File: config.mk
export PLATFORM = sky130hd
export DESIGN_NAME = ss_limit_ramp
export DESIGN_NICKNAME = d
export VERILOG_FILES = /design/src/rtl/ss_pkg.sv /design/src/rtl/ss_pulse_counter.sv /design/src/rtl/ss_step_decoder.sv /design/src/rtl/ss_mv_scaler.sv /design/src/rtl/ss_limit_ramp.sv
export SDC_FILE = /design/constraint.sdc
export NUM_CORES = 1
export LEC_CHECK = 0
export BUFFER_PORTS_ARGS = -buffer_cell sky130_fd_sc_hd__buf_2
export CAP_MARGIN = 0
export CELL_PAD_IN_SITES_DETAIL_PLACEMENT = 0
export CELL_PAD_IN_SITES_GLOBAL_PLACEMENT = 1
export CORE_MARGIN = 2
export CORE_UTILIZATION = 30
export CTS_CLUSTER_SIZE = 16
export DETAILED_ROUTE_END_ITERATION = 7
export PLACE_DENSITY = 0.7
export SYNTH_ARGS = -nofsm -noshare
export SYNTH_HDL_FRONTEND = slang
export SYNTH_SLANG_ARGS = --single-unit
File: constraint.sdc
create_clock -name clk -period 4.55 [get_ports clk]
set_input_delay 0.2275 -clock clk [delete_from_list [all_inputs] [get_ports clk]]
set_output_delay 0.2275 -clock clk [all_outputs]
set_load 0.03 [all_outputs]
File: src/rtl/ss_pkg.sv
package ss_pkg;

  // Pulse count at which step k of the staircase becomes active.
  function automatic int step_threshold(input int k, input int full, input int steps);
    return (k * full) / steps;
  endfunction

endpackage

File: src/rtl/ss_pulse_counter.sv
module ss_pulse_counter #(
  parameter int FULL_COUNT = 512,
  parameter int CNT_W      = $clog2(FULL_COUNT + 1)
) (
  input  logic             clk,
  input  logic             rst,
  input  logic             en_i,
  input  logic             pulse_i,
  output logic [CNT_W-1:0] count_o,
  output logic             full_o
);

  localparam logic [CNT_W-1:0] FULL_VAL = CNT_W'(FULL_COUNT);

  logic [CNT_W-1:0] count_q;

  always_ff @(posedge clk) begin
    if (rst || !en_i) begin
      count_q <= '0;
    end else if (pulse_i && (count_q != FULL_VAL)) begin
      count_q <= count_q + CNT_W'(1);
    end
  end

  assign count_o = count_q;
  assign full_o  = (count_q == FULL_VAL);

  // Disabled converter keeps the count cleared.
  assert_hold_zero_R1: assert property (@(posedge clk) disable iff (rst)
    !en_i |=> count_q == '0);

  // Without a pulse the count does not move.
  assert_pulse_only_R2: assert property (@(posedge clk) disable iff (rst)
    (en_i && !pulse_i) |=> $stable(count_q) || !$past(en_i));

  // Saturation: a full count stays full while enabled.
  assert_no_wrap_R5: assert property (@(posedge clk) disable iff (rst)
    (en_i && full_o) |=> (full_o || !$past(en_i)));

  // Reset clears the counter.
  assert_reset_clear_R8: assert property (@(posedge clk)
    rst |=> count_q == '0);

endmodule

File: src/rtl/ss_step_decoder.sv
module ss_step_decoder
  import ss_pkg::*;
#(
  parameter int FULL_COUNT = 512,
  parameter int STEPS      = 5,
  parameter int CNT_W      = $clog2(FULL_COUNT + 1),
  parameter int CODE_W     = $clog2(STEPS + 1)
) (
  input  logic              clk,
  input  logic              rst,
  input  logic [CNT_W-1:0]  count_i,
  output logic [CODE_W-1:0] code_o
);

  logic [STEPS-1:0] hit;

  for (genvar k = 1; k <= STEPS; k++) begin : g_step
    localparam logic [CNT_W-1:0] THR = CNT_W'(step_threshold(k, FULL_COUNT, STEPS));
    assign hit[k-1] = (count_i >= THR);
    if (k > 1) begin : g_thermo
      // Higher steps imply all lower steps (thermometer shape).
      assert_thermo_R3: assert property (@(posedge clk) disable iff (rst)
        hit[k-1] |-> hit[k-2]);
    end
  end

  always_comb begin
    code_o = '0;
    for (int i = 0; i < STEPS; i++) begin
      code_o = code_o + CODE_W'(hit[i]);
    end
  end

  assert_code_range_R3: assert property (@(posedge clk) disable iff (rst)
    code_o <= CODE_W'(STEPS));

endmodule

File: src/rtl/ss_mv_scaler.sv
module ss_mv_scaler #(
  parameter int STEPS       = 5,
  parameter int MV_PER_STEP = 20,
  parameter int CODE_W      = $clog2(STEPS + 1),
  parameter int MV_W        = $clog2(STEPS * MV_PER_STEP + 1)
) (
  input  logic [CODE_W-1:0] code_i,
  output logic [MV_W-1:0]   mv_o
);

  localparam logic [MV_W-1:0] STEP_MV = MV_W'(MV_PER_STEP);

  assign mv_o = MV_W'(code_i) * STEP_MV;

endmodule

File: src/rtl/ss_limit_ramp.sv
module ss_limit_ramp #(
  parameter int FULL_COUNT  = 512,
  parameter int STEPS       = 5,
  parameter int MV_PER_STEP = 20,
  localparam int CNT_W      = $clog2(FULL_COUNT + 1),
  localparam int CODE_W     = $clog2(STEPS + 1),
  localparam int MV_W       = $clog2(STEPS * MV_PER_STEP + 1)
) (
  input  logic              clk,
  input  logic              rst,
  input  logic              en_i,
  input  logic              osc_pulse_i,
  output logic [CODE_W-1:0] limit_code_o,
  output logic              ramp_done_o,
  output logic [MV_W-1:0]   limit_mv_o
);

  logic [CNT_W-1:0] count;
  logic             full;

  ss_pulse_counter #(
    .FULL_COUNT (FULL_COUNT),
    .CNT_W      (CNT_W)
  ) u_counter (
    .clk     (clk),
    .rst     (rst),
    .en_i    (en_i),
    .pulse_i (osc_pulse_i),
    .count_o (count),
    .full_o  (full)
  );

  ss_step_decoder #(
    .FULL_COUNT (FULL_COUNT),
    .STEPS      (STEPS),
    .CNT_W      (CNT_W),
    .CODE_W     (CODE_W)
  ) u_decoder (
    .clk     (clk),
    .rst     (rst),
    .count_i (count),
    .code_o  (limit_code_o)
  );

  ss_mv_scaler #(
    .STEPS       (STEPS),
    .MV_PER_STEP (MV_PER_STEP),
    .CODE_W      (CODE_W),
    .MV_W        (MV_W)
  ) u_scaler (
    .code_i (limit_code_o),
    .mv_o   (limit_mv_o)
  );

  assign ramp_done_o = full;

  // Done flag and top step agree (flag from counter, code from decoder).
  assert_done_top_R6: assert property (@(posedge clk) disable iff (rst)
    ramp_done_o |-> limit_code_o == CODE_W'(STEPS));

  // Full scale in millivolts when done.
  assert_full_mv_R4: assert property (@(posedge clk) disable iff (rst)
    ramp_done_o |-> limit_mv_o == MV_W'(STEPS * MV_PER_STEP));

  // Code never falls while enable stays high.
  assert_monotonic_R7: assert property (@(posedge clk) disable iff (rst)
    en_i |=> (!en_i || !$past(en_i) || limit_code_o >= $past(limit_code_o)));

  // Dropping enable zeroes the code on the next edge.
  assert_drop_zero_R7: assert property (@(posedge clk) disable iff (rst)
    !en_i |=> limit_code_o == '0 && !ramp_done_o);

endmodule

==> impl_metrics.csv <==
group,metric,value,unit
clock_network,clk_root_buffer_cell,"sky130_fd_sc_hd__clkbuf_4",
synth,synth_top_cell_area_share,0.238,
synth,synth.top_cells.by_count,"sky130_fd_sc_hd__dfxtp_1, sky130_fd_sc_hd__ha_1, sky130_fd_sc_hd__nand2_1, sky130_fd_sc_hd__o21ai_0, sky130_fd_sc_hd__a21oi_1",
global_routing,initial_antenna_violation_count,0,
hold_path,holdCritPathClass,"in -> reg",
clock_network,cts_tree,"built",
synth,syn_area_per_cell,8.32,um2
detailed_routing,routed-via-count,798,
synth,syn-instance-count,101,
floorplan,dieHeight,56.9,um
critical_path,timing.critical_path.arrival,3.93,ns
sta,hold_violation_total_from_the_final_report,0,
floorplan,design.core.area,2710,um2
global_routing,grt_first_pass_wirelength,3330,um
critical_path,cp_max_fo,7,
sta,finalCritPeriodShare,0.914,
flow_run,timing.max_cap.violations,0,
critical_path,path_common_cell,"sky130_fd_sc_hd__ha_1",
detailed_routing,post_detailed_routing_wire_length,1870,um
floorplan,initial_core_util,0.310,
floorplan,num_io_pins,15,
clock_network,post-cts-setup-buffer-count,0,
sta,timing.max_slew.rel_slack,0.614,
cells_and_area,fillerInstances,314,
synth,asyncSetResetFlopFracSynth,0,
sta,maxClockFrequency,241,MHz
global_routing,grt_usage,0.129,
global_routing,grt_pass1_vias,729,
synth,synth.top_cells.by_area,"sky130_fd_sc_hd__dfxtp_1, sky130_fd_sc_hd__ha_1, sky130_fd_sc_hd__fa_1",
power,power.density,202,nW/um2
detailed_routing,drt-wirelength-per-cell,13.1,um
placed_design,detailedPlace.worstSlack,0.677,ns
synth,postSynthRegisterBits,10,
cells_and_area,antenna-diode-count,0,
clock_network,clock-sinks,10,
cells_and_area,area.growth.synth_to_final,11.2,%
critical_path,cp-start-kind,"register",
sta,tightestPinTransition,0.577,ns
power,maximum_vdd_ir_drop,87.8,uV
sta,finalSetupTns,0,ns
sta,timing.final.max_slew_violations,0,
critical_path,crit_end_category,"output pin",
detailed_routing,routed_via_density,5.58,
sta,finClkSkew,0.00248,ns
placed_design,place.port_buffers,12,
synth,yosys.cell_types.count,35,
cells_and_area,largest_register_ffs,10,
synth,post-synth-top-area-cell,"sky130_fd_sc_hd__dfxtp_1",
critical_path,cpLargestDelayFamily,"adder cells",
synth,synth_top_flop_cell,"sky130_fd_sc_hd__dfxtp_1",
critical_path,cp_cell_sequence,"inv_1, ha_1, o21ai_0, a21oi_1, or4_1, ha_1, inv_1, fa_1, inv_1, ha_1, fa_1, ha_1, ha_1, xor2_1, buf_2",
cells_and_area,design_area,935,um2
synth,yosysMostFrequentCell,"sky130_fd_sc_hd__dfxtp_1",
critical_path,crit_slowest_cell,"sky130_fd_sc_hd__fa_1",
power,totalPowerFinal,188,uW
status,run_status,"finished, final reports clean",
cells_and_area,num-nets-final,128,
clock_network,cts_resized,0,
placed_design,detailed_place_hpwl,1440,um
synth,syn_area,841,um2
detailed_routing,remaining_drc_errors,0,
critical_path,crit_required,4.32,ns
critical_path,slowest_delay,0.53,ns
cells_and_area,drive_above_1_share,0.205,
global_routing,grt-ovfl-total,0,
sta,rsz0062_at_grt,"false",
detailed_routing,postRouteAntennaNets,0,
critical_path,cp.buffers_inverters,4,
global_routing,grt_max_degree,10,
placed_design,postPlaceCellArea,898,um2
clock_network,clk-insertion-delay-late,0.26,ns
critical_path,crit_type,"reg -> out",
clock_network,cts_made_buffers,3,
clock_network,path_clk_slew,0.08,ns
placed_design,placer_congestion_estimate,0.769,
sta,finalWorstSetupSlack,0.393,ns
synth,synth_sequential_area_ratio,0.238,
floorplan,core.rowCount,19,
clock_network,cts-hold-fix-buffers,0,
floorplan,die_width,56.9,um
floorplan,design.die.area,3240,um2
clock_network,ctsLongestPathBuffers,2,
detailed_routing,initialDrtViolationCount,10,
sta,final_period_minus_worst_setup_slack,4.16,ns
synth,number_of_enable_type_register_cells_in_the_synthesized_netlist,0,
power,cellLeakagePower,0.000396,uW
detailed_routing,drt_pre_antenna_iters,4,
clock_network,htree_levels,1,
sta,setup_violations,0,
synth,ys_warn_count,0,
path summary, 6_finish.rpt:
path / slack [ns] / startpoint / depth (start not counted) / to
max reg2reg: 2.77 / u_counter.count_o[0] / 5 / u_counter.count_o[0]
min reg2reg: 0.55 / u_counter.count_o[4] / 2 / u_counter.count_o[4]
min: 0.32 / osc_pulse_i / 3 / u_counter.count_o[1]
max: 0.39 / u_counter.count_o[0] / 15 / limit_mv_o[6]
cell usage in the layout, fill, tap and decap left out:
cell type	Yosys	layout
sky130_fd_sc_hd__dfxtp_1	10	10
sky130_fd_sc_hd__or3b_2	1	1
sky130_fd_sc_hd__nand3_1	3	3
sky130_fd_sc_hd__o41ai_1	2	2
sky130_fd_sc_hd__or4b_4	1	1
sky130_fd_sc_hd__or2_2	3	3
sky130_fd_sc_hd__clkbuf_8	0	1
sky130_fd_sc_hd__inv_1	6	6
sky130_fd_sc_hd__o2111ai_1	1	1
sky130_fd_sc_hd__nor4bb_1	2	2
sky130_fd_sc_hd__ha_1	9	9
sky130_fd_sc_hd__a211oi_1	1	1
sky130_fd_sc_hd__a31o_2	1	1
sky130_fd_sc_hd__nor2_1	4	4
sky130_fd_sc_hd__nor3_1	2	2
sky130_fd_sc_hd__o311ai_0	2	2
sky130_fd_sc_hd__conb_1	1	2
sky130_fd_sc_hd__xor2_1	1	1
sky130_fd_sc_hd__fa_1	2	2
sky130_fd_sc_hd__nor3b_1	1	1
sky130_fd_sc_hd__nand3b_1	2	2
sky130_fd_sc_hd__a41oi_1	1	1
sky130_fd_sc_hd__nand2b_1	2	2
sky130_fd_sc_hd__nand4_1	3	3
sky130_fd_sc_hd__and2b_2	1	1
sky130_fd_sc_hd__a21oi_1	7	7
sky130_fd_sc_hd__or4_1	4	4
sky130_fd_sc_hd__buf_2	0	12
sky130_fd_sc_hd__nand2_1	8	8
sky130_fd_sc_hd__a22oi_1	1	1
sky130_fd_sc_hd__nor2b_1	1	1
sky130_fd_sc_hd__o31ai_1	1	1
sky130_fd_sc_hd__clkbuf_4	0	3
sky130_fd_sc_hd__o21ai_0	8	8
sky130_fd_sc_hd__or3_1	3	3
cell families after synthesis:
family | after synthesis | share of synthesized area
AO/OA/AOI/OAI | 25 | 0.189
XOR/XNOR | 1 | 0.0104
adder cells (fa/ha/maj) | 11 | 0.182
buffers and inverters | 12 | 0.0804
flip-flops | 10 | 0.238
other | 1 | 0.00446
AND/OR/NAND/NOR | 41 | 0.296
layer usage:
metal	wire length [um]	track usage
met5	0	0
met4	13	0.0498
met3	97	0.0317
met2	912	0.213
met1	849	0.161
power by group:
group	internal, uW	switching [uW]
Sequential	88.3	1.51
Combinational	5.63	10.5
Clock	48.5	34.0
final cells by class:
class	instances	area, um2	area share
Multi-Input combinational cell	80	577	0.617
Sequential cell	10	200	0.214
Timing Repair Buffer	12	60.1	0.0643
Tap cell	31	38.8	0.0415
Clock buffer	4	36.3	0.0388
Inverter	6	22.5	0.0241
tightest hold or removal path, cell delays in order:
cell and delay, ns:
sky130_fd_sc_hd__buf_2 0.15, sky130_fd_sc_hd__o2111ai_1 0.09, sky130_fd_sc_hd__nand3_1 0.06
per-stage QoR:
step,instances,hold slack [ns],utilization
3_5_place_dp,139,0.536,0.331
6_report,143,0.317,0.345
3_3_place_gp,139,0.531,0.331
5_1_grt,143,0.349,0.345
4_1_cts,143,0.309,0.345
2_1_floorplan,102,0.405,-
No activity file was read; power rests on OpenSTA's default activity.
